--- config.mk ---
export PLATFORM = sky130hd
export DESIGN_NAME = tsm_status_irq
export DESIGN_NICKNAME = d
export VERILOG_FILES = /design/src/rtl/tsm_pkg.sv /design/src/rtl/tsm_decode.sv /design/src/rtl/tsm_sticky_flags.sv /design/src/rtl/tsm_mask_reg.sv /design/src/rtl/tsm_status_irq.sv
export SDC_FILE = /design/constraint.sdc
export NUM_CORES = 1
export LEC_CHECK = 0
export ABC_AREA = 1
export ABC_CLOCK_PERIOD_IN_PS = 4050
export BUFFER_PORTS_ARGS = -buffer_cell sky130_fd_sc_hd__buf_2
export CAP_MARGIN = 5
export CORE_MARGIN = 2
export CORE_UTILIZATION = 47
export DETAILED_ROUTE_END_ITERATION = 16
export PLACE_DENSITY_LB_ADDON = 0.3
export SLEW_MARGIN = 20
export SYNTH_ARGS = -nofsm -noshare
export SYNTH_HDL_FRONTEND = slang
export SYNTH_SLANG_ARGS = --single-unit
--- constraint.sdc ---
create_clock -name clk -period 4.05 [get_ports clk]
set_clock_uncertainty 0.1 [all_clocks]
set_input_delay 0.81 -clock clk [delete_from_list [all_inputs] [get_ports clk]]
set_output_delay 0.81 -clock clk [all_outputs]
set_load 0.05 [all_outputs]
--- src/rtl/tsm_pkg.sv ---
package tsm_pkg;
  localparam int unsigned OFF_STATUS = 32'h20;
  localparam int unsigned OFF_SET    = 32'h24;
  localparam int unsigned OFF_CLR    = 32'h28;
  localparam int unsigned OFF_MASK   = 32'h2C;
  localparam int unsigned LIVE_BASE  = 16;
  localparam int unsigned LIVE_W     = 3;

  typedef struct packed {
    logic line_b;
    logic line_a;
    logic clk_on;
  } live_t;
endpackage

--- src/rtl/tsm_decode.sv ---
module tsm_decode #(
  parameter int unsigned ADDR_W = 8
) (
  input  logic              wr_en_i,
  input  logic              rd_en_i,
  input  logic [ADDR_W-1:0] addr_i,
  output logic              rd_status_o,
  output logic              rd_mask_o,
  output logic              wr_set_o,
  output logic              wr_clr_o
);
  import tsm_pkg::*;

  always_comb begin
    rd_status_o = rd_en_i && (addr_i == ADDR_W'(OFF_STATUS));
    rd_mask_o   = rd_en_i && (addr_i == ADDR_W'(OFF_MASK));
    wr_set_o    = wr_en_i && (addr_i == ADDR_W'(OFF_SET));
    wr_clr_o    = wr_en_i && (addr_i == ADDR_W'(OFF_CLR));
  end
endmodule

--- src/rtl/tsm_sticky_flags.sv ---
module tsm_sticky_flags #(
  parameter int unsigned EVT_W = 8
) (
  input  logic             clk,
  input  logic             rst,
  input  logic             clr_i,
  input  logic [EVT_W-1:0] evt_i,
  output logic [EVT_W-1:0] flags_o,
  output logic [EVT_W-1:0] flags_d_o
);
  logic [EVT_W-1:0] flags_q;

  for (genvar i = 0; i < EVT_W; i++) begin : g_flag
    // An event has priority over a clear, so it survives a colliding read.
    assign flags_d_o[i] = (flags_q[i] & ~clr_i) | evt_i[i];
    always_ff @(posedge clk) begin
      if (rst) flags_q[i] <= 1'b0;
      else     flags_q[i] <= flags_d_o[i];
    end
  end

  assign flags_o = flags_q;

  assert_flag_sticky_R2: assert property (@(posedge clk) disable iff (rst)
    !clr_i |=> ((flags_q & $past(flags_q)) == $past(flags_q)));

  assert_evt_kept_R4: assert property (@(posedge clk) disable iff (rst)
    1'b1 |=> ((flags_q & $past(evt_i)) == $past(evt_i)));

  assert_clear_R3: assert property (@(posedge clk) disable iff (rst)
    clr_i |=> ((flags_q & ~$past(evt_i)) == '0));
endmodule

--- src/rtl/tsm_mask_reg.sv ---
module tsm_mask_reg #(
  parameter int unsigned EVT_W = 8
) (
  input  logic             clk,
  input  logic             rst,
  input  logic             set_i,
  input  logic             clr_i,
  input  logic [EVT_W-1:0] bits_i,
  output logic [EVT_W-1:0] mask_o,
  output logic [EVT_W-1:0] mask_d_o
);
  logic [EVT_W-1:0] mask_q;

  always_comb begin
    mask_d_o = mask_q;
    if (set_i) mask_d_o = mask_q | bits_i;
    else if (clr_i) mask_d_o = mask_q & ~bits_i;
  end

  always_ff @(posedge clk) begin
    if (rst) mask_q <= '0;
    else     mask_q <= mask_d_o;
  end

  assign mask_o = mask_q;

  assert_mask_set_R5: assert property (@(posedge clk) disable iff (rst)
    set_i |=> (((mask_q & $past(bits_i)) == $past(bits_i)) &&
               ((mask_q & ~$past(bits_i)) == ($past(mask_q) & ~$past(bits_i)))));

  assert_mask_clr_R6: assert property (@(posedge clk) disable iff (rst)
    (clr_i && !set_i) |=> (((mask_q & $past(bits_i)) == '0) &&
               ((mask_q & ~$past(bits_i)) == ($past(mask_q) & ~$past(bits_i)))));

  assert_mask_hold_R10: assert property (@(posedge clk) disable iff (rst)
    (!set_i && !clr_i) |=> (mask_q == $past(mask_q)));
endmodule

--- src/rtl/tsm_status_irq.sv ---
module tsm_status_irq #(
  parameter int unsigned ADDR_W = 8,
  parameter int unsigned DATA_W = 32,
  parameter int unsigned EVT_W  = 8
) (
  input  logic              clk,
  input  logic              rst,
  input  logic              wr_en_i,
  input  logic              rd_en_i,
  input  logic [ADDR_W-1:0] addr_i,
  input  logic [DATA_W-1:0] wr_data_i,
  output logic [DATA_W-1:0] rd_data_o,
  input  logic [EVT_W-1:0]  evt_i,
  input  logic              clk_on_i,
  input  logic              line_a_i,
  input  logic              line_b_i,
  output logic              irq_o
);
  import tsm_pkg::*;

  localparam int unsigned LIVE_TOP = LIVE_BASE + LIVE_W;

  initial begin
    if (EVT_W > LIVE_BASE || LIVE_TOP > DATA_W)
      $error("tsm_status_irq: status word layout does not fit DATA_W");
  end

  logic             rd_status, rd_mask, wr_set, wr_clr;
  logic [EVT_W-1:0] flags_q, flags_d, mask_q, mask_d;
  logic [DATA_W-1:0] rd_word, rd_q;
  logic             irq_q;
  live_t            live;
  logic             unused_wdata_hi;

  assign unused_wdata_hi = ^wr_data_i[DATA_W-1:EVT_W];
  assign live = '{line_b: line_b_i, line_a: line_a_i, clk_on: clk_on_i};

  tsm_decode #(.ADDR_W(ADDR_W)) u_decode (
    .wr_en_i    (wr_en_i),
    .rd_en_i    (rd_en_i),
    .addr_i     (addr_i),
    .rd_status_o(rd_status),
    .rd_mask_o  (rd_mask),
    .wr_set_o   (wr_set),
    .wr_clr_o   (wr_clr)
  );

  tsm_sticky_flags #(.EVT_W(EVT_W)) u_flags (
    .clk      (clk),
    .rst      (rst),
    .clr_i    (rd_status),
    .evt_i    (evt_i),
    .flags_o  (flags_q),
    .flags_d_o(flags_d)
  );

  tsm_mask_reg #(.EVT_W(EVT_W)) u_mask (
    .clk     (clk),
    .rst     (rst),
    .set_i   (wr_set),
    .clr_i   (wr_clr),
    .bits_i  (wr_data_i[EVT_W-1:0]),
    .mask_o  (mask_q),
    .mask_d_o(mask_d)
  );

  always_comb begin
    rd_word = '0;
    if (rd_status) begin
      rd_word[EVT_W-1:0]            = flags_q;
      rd_word[LIVE_BASE +: LIVE_W]  = live;
    end else if (rd_mask) begin
      rd_word[EVT_W-1:0]            = mask_q;
    end
  end

  always_ff @(posedge clk) begin
    if (rst) begin
      rd_q  <= '0;
      irq_q <= 1'b0;
    end else begin
      rd_q  <= rd_word;
      irq_q <= |(flags_d & mask_d);
    end
  end

  assign rd_data_o = rd_q;
  assign irq_o     = irq_q;

  assert_irq_match_R9: assert property (@(posedge clk) disable iff (rst)
    irq_o == |(flags_q & mask_q));

  assert_rd_idle_R10: assert property (@(posedge clk) disable iff (rst)
    !rd_en_i |=> (rd_data_o == '0));

  assert_status_hi_zero_R8: assert property (@(posedge clk) disable iff (rst)
    1'b1 |=> (rd_data_o[DATA_W-1:LIVE_TOP] == '0));
endmodule

==> impl_results.rst, run 1 <==
.. list-table::
   :header-rows: 1

   * - Metric
     - Value
   * - Result of the run
     - finished, final reports clean
   * - Max Cap Viol
     - 0
   * - Via count of the first global-routing pass
     - 1140
   * - Switching power share of the total
     - 28.1%
   * - Synthesis Warnings
     - 0
   * - Cell-by-cell trace of the critical path
     - buf_2 > nor2_2 > nand2_2 > nor2_8 > nand2_4 > a21o_1 > nand2_1 > nand2_1 > nor2_2 > a21oi_2
   * - Post-detailed-placement half-perimeter wirelength
     - 2.22 mm
   * - Setup crit start kind
     - primary input
   * - Relative contribution of combinational cells to total power
     - 16.5%
   * - Gate count after technology mapping
     - 213
   * - Area share of the leading cell type in the synthesized netlist
     - 36.9%
   * - Remaining routing DRC violations
     - 0
   * - Total CTS buffers
     - 3
   * - Global Route Usage Sum
     - 17.1%
   * - Via density per instance
     - 4.65
   * - Classification of the worst-slack hold path
     - reg -> reg
   * - Final Instance Area
     - 1740 um2
   * - Area of the core
     - 3050 um2
   * - Crit path max-delay family
     - simple AND/OR/NAND/NOR gates
   * - Die Y
     - 60.8 um
   * - Worst reg2reg path endpoint
     - irq_o
   * - Clock tree from TritonCTS
     - done
   * - Total negative slack for setup checks
     - 0 ps
   * - Largest net degree at the start of global routing
     - 19
   * - DIE AREA
     - 3700 um2
   * - CTS H-tree depth
     - 1
   * - Post-placement cell area
     - 1690 um2
   * - Total setup buffers inserted after CTS
     - 0
   * - Area share of fa/ha/maj cells after synthesis
     - 0%
   * - Starting density of the core
     - 49.7%
   * - Global route overflow
     - 0
   * - Worst R2R Path Depth
     - 8
   * - Post-synthesis xor/xnor area fraction
     - 0%
   * - Worst Setup End Kind
     - register
   * - Worst setup path category
     - in -> reg
   * - Horizontal die dimension
     - 60.8 um
   * - Vias
     - 1390
   * - Internal power contribution
     - 0.402 mW
   * - Relative contribution of sequential cells to total power
     - 50.8%
   * - Peak per-stage delay on the critical path
     - 210 ps
   * - Commonest register cell after synthesis
     - dfxtp_1
   * - Maximum clock frequency
     - 0.524 GHz
   * - Mean instance size in the synthesized netlist
     - 7.13 um2
   * - Detailed Route WL
     - 2.96 mm
   * - Share of total power in the clock network
     - 32.7%
   * - Layout filler cell count
     - 328
   * - Clk Tree Root Cell
     - clkbuf_4
   * - Endpoints failing hold
     - 0
   * - Main area contributors after synthesis
     - dfxtp_1 (37%), nand2_1 (11%), buf_4 (10%), inv_1 (7.9%), nand3_1 (5.6%)
   * - Critical path arrival
     - 2030 ps
   * - Async S/R FF share, synth
     - 0%
   * - Clock buffer depth
     - 2
   * - Leading area contributor after synthesis
     - dfxtp_1
   * - Headroom to the max-slew limit
     - 65.0%
   * - Antenna violations before repair
     - 0
   * - Fraction of the cycle the final worst path needs
     - 47.1%
   * - Number of nets in the finished design
     - 311
   * - Count of clock tree sinks
     - 28
   * - Internal reg-to-reg setup slack
     - 2910 ps
   * - Clock transition at path regs
     - 150 ps
   * - Cell Pwr Density
     - 321 nW/um2
   * - EDFF count, synth
     - 0
   * - Port-buffer cells
     - 42
   * - Number of max-slew violations in the final report
     - 0
   * - Global placer's final weighted congestion
     - 0.774
   * - Area fraction in compound gates after synthesis
     - 10.2%
   * - Cell with the most instances after synthesis
     - nand2_1
   * - Reported leakage power
     - 0.939 nW
   * - Detailed-router iteration count before antenna repair
     - 4
   * - Total number of placement rows
     - 20
   * - Net load switching power
     - 0.157 mW
   * - Unique cell type count in the Yosys netlist
     - 24
   * - Share of the yosys chip area belonging to registers
     - 36.9%
   * - Number of cells on the worst hold path
     - 2
   * - Slowest-stage cell, CP
     - nor2_8
   * - First-iteration detailed-routing DRC count
     - 48
   * - Routed Antenna Nets
     - 0
   * - Req. time, crit path
     - 4180 ps
   * - Dominant combinational cell family by area after synthesis
     - simple AND/OR/NAND/NOR gates
   * - Clock latency of the later-clocked register in the worst-skew pair
     - 330 ps
   * - Setup Viol. Count Final
     - 0
   * - Share of synthesized cell area in and, or, nand and nor gates
     - 32.6%
   * - Worst Path Max Fanout
     - 18
   * - Average routed wire per standard cell
     - 9.90 um
   * - Max IR drop VDD
     - 130 uV
   * - RSZ-0062 raised after global routing
     - false
   * - Final min period
     - 1910 ps
   * - IO Count
     - 88
   * - R2R Path Start
     - u_mask.mask_o[0]
   * - Hold_sp
     - u_flags.flags_o[1]
   * - Mux contribution to synthesized area
     - 0%
   * - Post-CTS Resized
     - 0
   * - Number of hold-repair buffers added at the cts stage
     - 0
   * - Worst min-delay path endpoint
     - rd_data_o[1]
   * - Global-route wire length before repair
     - 4.71 mm
   * - Buffers & Inverters on Critical Path
     - 1
   * - Fraction of final layout cells sized beyond drive strength 1
     - 23.9%
   * - Post-synth design cell area
     - 1520 um2
   * - Synthesized flop and latch total
     - 28
   * - Least-Margin Pin Slew
     - 522 ps
   * - Area growth from synthesis to layout
     - 14.6%
   * - Most used standard cells in the synthesized netlist
     - nand2_1 (46), inv_1 (32), dfxtp_1 (28)
   * - Final antenna diode count
     - 0
## worst max-delay path by stage
stage / from / to / slack [ps] / cells after the start
6_report: addr_i[1] / irq_o / 2140 / 10
5_1_grt: rst / rd_data_o[0] / 2030 / 4
4_1_cts: rst / rd_data_o[4] / 2130 / 4
3_5_place_dp: rst / rd_data_o[4] / 1770 / 4
3_3_place_gp: rst / rd_data_o[4] / 1760 / 4
2_1_floorplan: addr_i[1] / irq_o / 2130 / 9
## metal layers
layer,global-route usage (%),vias to the layer above,part of all wire [%]
met5,0,-,0
met4,5.59,0,1.5
met3,2.56,6,4.5
met2,29.6,38,50
met1,21.8,628,44
li1,-,718,-
## cells in the final DEF (no fill, tap or decap), drive strengths merged
cell / n
a21oi: 9
nand2: 49
clkinv: 1
nand4: 6
conb: 21
nor2: 23
dfxtp: 28
nor4: 1
bufinv: 1
o21ai: 8
a31oi: 7
nand3: 19
buf: 42
a21o: 3
clkbuf: 3
inv: 34
## power by group through the flow
stage / registers [mW] / logic (mW) / clock network, mW
2_1_floorplan: 0.290 / 0.0852 / 0
4_1_cts: 0.284 / 0.0920 / 0.186
5_1_grt: 0.285 / 0.0995 / 0.200
6_report: 0.284 / 0.0919 / 0.183
3_5_place_dp: 0.290 / 0.0918 / 0
3_3_place_gp: 0.290 / 0.0910 / 0
## logic make-up (layout without fill, tap and decap cells)
group	count (synthesis)	in the layout
and+or+nand+nor	98	98
buffers and inverters	59	81
DFF	28	28
AOI/OAI and AO/OA	27	27
other	1	21
## registers in the layout, summed over array words and instances, names as in the netlist
| name | flops |
|---|---|
| rd_data_o | 11 |
| u_flags.flags_o | 8 |
| u_mask.mask_o | 8 |
| irq_o | 1 |
## metrics by stage
stage | hold slack, ps | cells | utilization [%] | worst slack [ps] | power (mW)
finish | 374 | 299 | 57.0 | 2140 | 0.559
global placement | 358 | 295 | 55.2 | 1760 | 0.381
floorplan | 345 | 233 | - | 2130 | 0.375
CTS | 377 | 299 | 57.0 | 2130 | 0.562
global route | 407 | 299 | 57.0 | 2030 | 0.584
detailed placement | 357 | 295 | 55.2 | 1770 | 0.382
## worst reg2reg max path, stage by stage, from the launching register on
cell and delay [ps]:
dfxtp_1 380, inv_1 50, nor2_1 90, nand2_1 80, nand3_1 100, nand2_1 50
nand2_1 70, nor2_1 50, a21oi_2 130
## layout make-up
class	count	area [um2]	share of cell area [%]
multi-input cells	146	729	41.9
well taps	44	55.1	3.17
repair buffers	42	210	12.1
inverters	35	131	7.55
clock buffers	3	22.5	1.29
flip-flops and latches	28	561	32.2
clock inverters	1	30.0	1.73
Power figures use the tool's default switching activity.
==> run 2, diff against run 1 <==
--- a/config.mk
+++ b/config.mk
@@ -5,12 +5,12 @@
 export SDC_FILE = /design/constraint.sdc
 export NUM_CORES = 1
 export LEC_CHECK = 0
-export ABC_AREA = 1
-export ABC_CLOCK_PERIOD_IN_PS = 4050
+export ABC_AREA = 0
+export ABC_CLOCK_PERIOD_IN_PS = 2000
 export BUFFER_PORTS_ARGS = -buffer_cell sky130_fd_sc_hd__buf_2
 export CAP_MARGIN = 5
 export CORE_MARGIN = 2
-export CORE_UTILIZATION = 47
+export CORE_UTILIZATION = 41
 export DETAILED_ROUTE_END_ITERATION = 16
 export PLACE_DENSITY_LB_ADDON = 0.3
 export SLEW_MARGIN = 20
==> constraint.sdc (replaced) <==
create_clock -name clk -period 2 [get_ports clk]
set_clock_uncertainty 0.1 [all_clocks]
set_input_delay 0.4 -clock clk [delete_from_list [all_inputs] [get_ports clk]]
set_output_delay 0.4 -clock clk [all_outputs]
set_load 0.05 [all_outputs]
==> impl_results.rst, run 2 <==
.. list-table::
   :header-rows: 1

   * - Metric
     - Value
   * - Global-route wire length before repair
     - 4.46 mm (-5.3%)
   * - Classification of the worst-slack hold path
     - in -> reg
   * - Unique cell type count in the Yosys netlist
     - 30 (+25%)
   * - Via density per instance
     - 4.92 (+5.9%)
   * - Count of clock tree sinks
     - 28 (unchanged)
   * - Area share of the leading cell type in the synthesized netlist
     - 43.5% (+6.6 points)
   * - IO Count
     - 88 (unchanged)
   * - Post-layout power
     - 0.969 mW (+73%)
   * - Clock transition at path regs
     - 130 ps (-20 ps)
   * - Detailed Route WL
     - 2.76 mm (-6.7%)
   * - Synthesized flop and latch total
     - 28 (unchanged)
   * - Max Cap Viol
     - 0 (unchanged)
   * - Average routed wire per standard cell
     - 12.1 um (+22%)
   * - Via count of the first global-routing pass
     - 1046 (-8.2%)
   * - Final setup slack of the worst path
     - 211 ps (-1930 ps)
   * - Global Route Usage Sum
     - 16.2% (-0.93 points)
   * - Fraction of the cycle the final worst path needs
     - 89.5%
   * - Most frequent standard cell in the layout excluding fill and tap cells
     - buf_2
   * - Detailed-router iteration count before antenna repair
     - 4 (unchanged)
   * - Worst setup path category
     - in -> reg
   * - Cell-by-cell trace of the critical path
     - buf_2 > nor4b_4 > nand4_2 > a21oi_1 > o32a_1 > a41oi_2
   * - Fraction of final layout cells sized beyond drive strength 1
     - 33.7% (+9.8 points)
   * - Vias
     - 1122 (-19%)
   * - EDFF count, synth
     - 0 (unchanged)
   * - Clock buffer depth
     - 2 (unchanged)
   * - Most used standard cells in the synthesized netlist
     - dfxtp_1 (28), buf_4 (21), nor2_1 (15)
   * - Worst Path Max Fanout
     - 9 (-9)
   * - Commonest register cell after synthesis
     - dfxtp_1
   * - Async S/R FF share, synth
     - 0% (unchanged)
   * - Result of the run
     - finished, final reports clean
   * - Least-Margin Pin Slew
     - 535 ps (+13.3 ps)
   * - Clk Tree Root Cell
     - clkbuf_4
   * - Global placer's final weighted congestion
     - 0.827 (+6.8%)
   * - Global route overflow
     - 0 (unchanged)
   * - Slowest-stage cell, CP
     - nor4b_4
   * - Critical path arrival
     - 1900 ps (-130 ps)
   * - Leading area contributor after synthesis
     - dfxtp_1
   * - Area growth from synthesis to layout
     - 18.8%
   * - Number of cells after detailed placement
     - 225 (-24%)
   * - Req. time, crit path
     - 2110 ps (-2070 ps)
   * - Pre-CTS setup slack
     - -165 ps (-1930 ps)
   * - Worst Setup End Kind
     - register
   * - Reported leakage power
     - 0.710 nW (-24%)
   * - First-iteration detailed-routing DRC count
     - 24 (-50%)
   * - Max IR drop VDD
     - 213 uV (+64%)
   * - Starting density of the core
     - 42.5% (-7.2 points)
   * - Number of max-slew violations in the final report
     - 0 (unchanged)
   * - Endpoints failing hold
     - 0 (unchanged)
   * - Mean instance size in the synthesized netlist
     - 9.47 um2 (+33%)
   * - Setup Viol. Count Final
     - 0 (unchanged)
   * - Synthesis Warnings
     - 0 (unchanged)
   * - Antenna violations before repair
     - 0 (unchanged)
   * - Setup crit start kind
     - primary input
   * - Post-CTS Resized
     - 0 (unchanged)
   * - Maximum clock frequency
     - 0.559 GHz
   * - Cell Pwr Density
     - 634 nW/um2 (+97%)
   * - Main area contributors after synthesis
     - dfxtp_1 (44%), buf_4 (12%), a22o_1 (5.4%), nor2_1 (4.4%), and2_1 (3.4%)
   * - CTS H-tree depth
     - 1 (unchanged)
   * - Max reg flops
     - 11 (unchanged)
   * - Routed Antenna Nets
     - 0 (unchanged)
   * - Remaining routing DRC violations
     - 0 (unchanged)
   * - Headroom to the max-slew limit
     - 64.3% (-0.70 points)
   * - DIE AREA
     - 3600 um2 (-2.6%)
   * - Non-filler instance count after layout
     - 228 (-24%)
   * - RSZ-0062 raised after global routing
     - false
   * - Horizontal die dimension
     - 60.0 um (-1.3%)
   * - Total CTS buffers
     - 3 (unchanged)
   * - Gate count after technology mapping
     - 136 (-36%)
   * - Die Y
     - 60.0 um (-1.3%)
   * - Post-detailed-placement half-perimeter wirelength
     - 2.18 mm (-1.8%)
   * - Area of the core
     - 3030 um2 (-0.82%)
   * - Final antenna diode count
     - 0 (unchanged)
   * - Port-buffer cells
     - 42 (unchanged)
   * - Total setup buffers inserted after CTS
     - 0 (unchanged)
   * - Cell with the most instances after synthesis
     - dfxtp_1
   * - Final min period
     - 1790 ps
   * - Clock tree from TritonCTS
     - done
   * - Largest net degree at the start of global routing
     - 15 (-4)
   * - Number of hold-repair buffers added at the cts stage
     - 0 (unchanged)
   * - Highest-count cells in the layout ignoring fill and taps
     - buf_2 (42), dfxtp_1 (28), conb_1 (21), nor2_1 (15)
   * - Share of the yosys chip area belonging to registers
     - 43.5% (+6.6 points)
   * - Peak per-stage delay on the critical path
     - 430 ps (+220 ps)
   * - Post-synth design cell area
     - 1290 um2 (-15%)
   * - Clock latency of the later-clocked register in the worst-skew pair
     - 320 ps (about the same)
   * - Share of the core filled with cells
     - 50.5% (-6.5 points)
   * - Number of nets in the finished design
     - 241 (-23%)
   * - Total number of placement rows
     - 20 (unchanged)
==> run 2: changes by cell type in the layout (fill, tap and decap cells not counted), moves of 3 or more <==
cell     before  now
buf_4         0    8
nand4_1       6    0
a22o_1        0    8
inv_1        32    4
nor2_4        3    0
o32a_1        0    3
o22ai_1       0    4
nand2_1      46    6
nand3_1      17    3
nor3_1        0    4
o21ai_0       8    0
a21o_1        3    0
and2_1        0    7
==> run 2: kinds of logic (layout without fill, tap and decap cells) <==
family / count (synthesis) / count (layout) / share of synthesized area (%)
compound gates: 37 / 37 / 22.7
buf+inv: 29 / 57 / 15.3
flops: 28 / 28 / 43.5
other cells: 1 / 21 / 0.291
simple gates: 41 / 41 / 18.2
==> run 2: worst max-delay path: cells and delay by family <==
kind,cells,cell delay (ps)
buf+inv,1,110
compound gates,3,610
simple gates,2,770
==> run 2: cell type report <==
cell class	count	area, um2
fillers	303	1500
multi-input cells	99	606
flip-flops and latches	28	561
repair buffers	50	270
well taps	44	55.1
clock buffers	3	22.5
inverters	4	15.0
==> run 2: layer usage <==
| metal | vias to the layer above | global-route usage, % | part of all wire [%] |
|---|---|---|---|
| met5 | - | 0 | 0 |
| met4 | 0 | 7.30 | 1.9 |
| met3 | 6 | 2.16 | 6.4 |
| met2 | 47 | 27.2 | 49 |
| met1 | 518 | 20.4 | 43 |
| li1 | 551 | - | - |
==> run 2: final timing paths <==
kind | slack [ps] | cells after the start | endpoint | startpoint
max | 210 | 6 | irq_o | addr_i[4]
min | 170 | 2 | rd_data_o[17] | line_a_i
max reg2reg | 620 | 4 | irq_o | u_mask.mask_o[5]
min reg2reg | 400 | 1 | rd_data_o[1] | u_flags.flags_o[1]
==> run 2: where the power goes <==
part / switching [mW] / internal (mW)
registers: 0.00566 / 0.570
logic: 0.135 / 0.0416
clock network: 0.146 / 0.0706
total: 0.287 / 0.682
==> run 2: per-stage QoR <==
| stage | hold WS [ps] | area [um2] | setup TNS, ps |
|---|---|---|---|
| after floorplan | 342 | 1360 | 0 |
| after CTS | 174 | 1530 | 0 |
| after global routing | 162 | 1530 | 0 |
| after global placement | 357 | 1510 | -136 |
| final | 174 | 1530 | 0 |
| after detailed placement | 363 | 1510 | -165 |
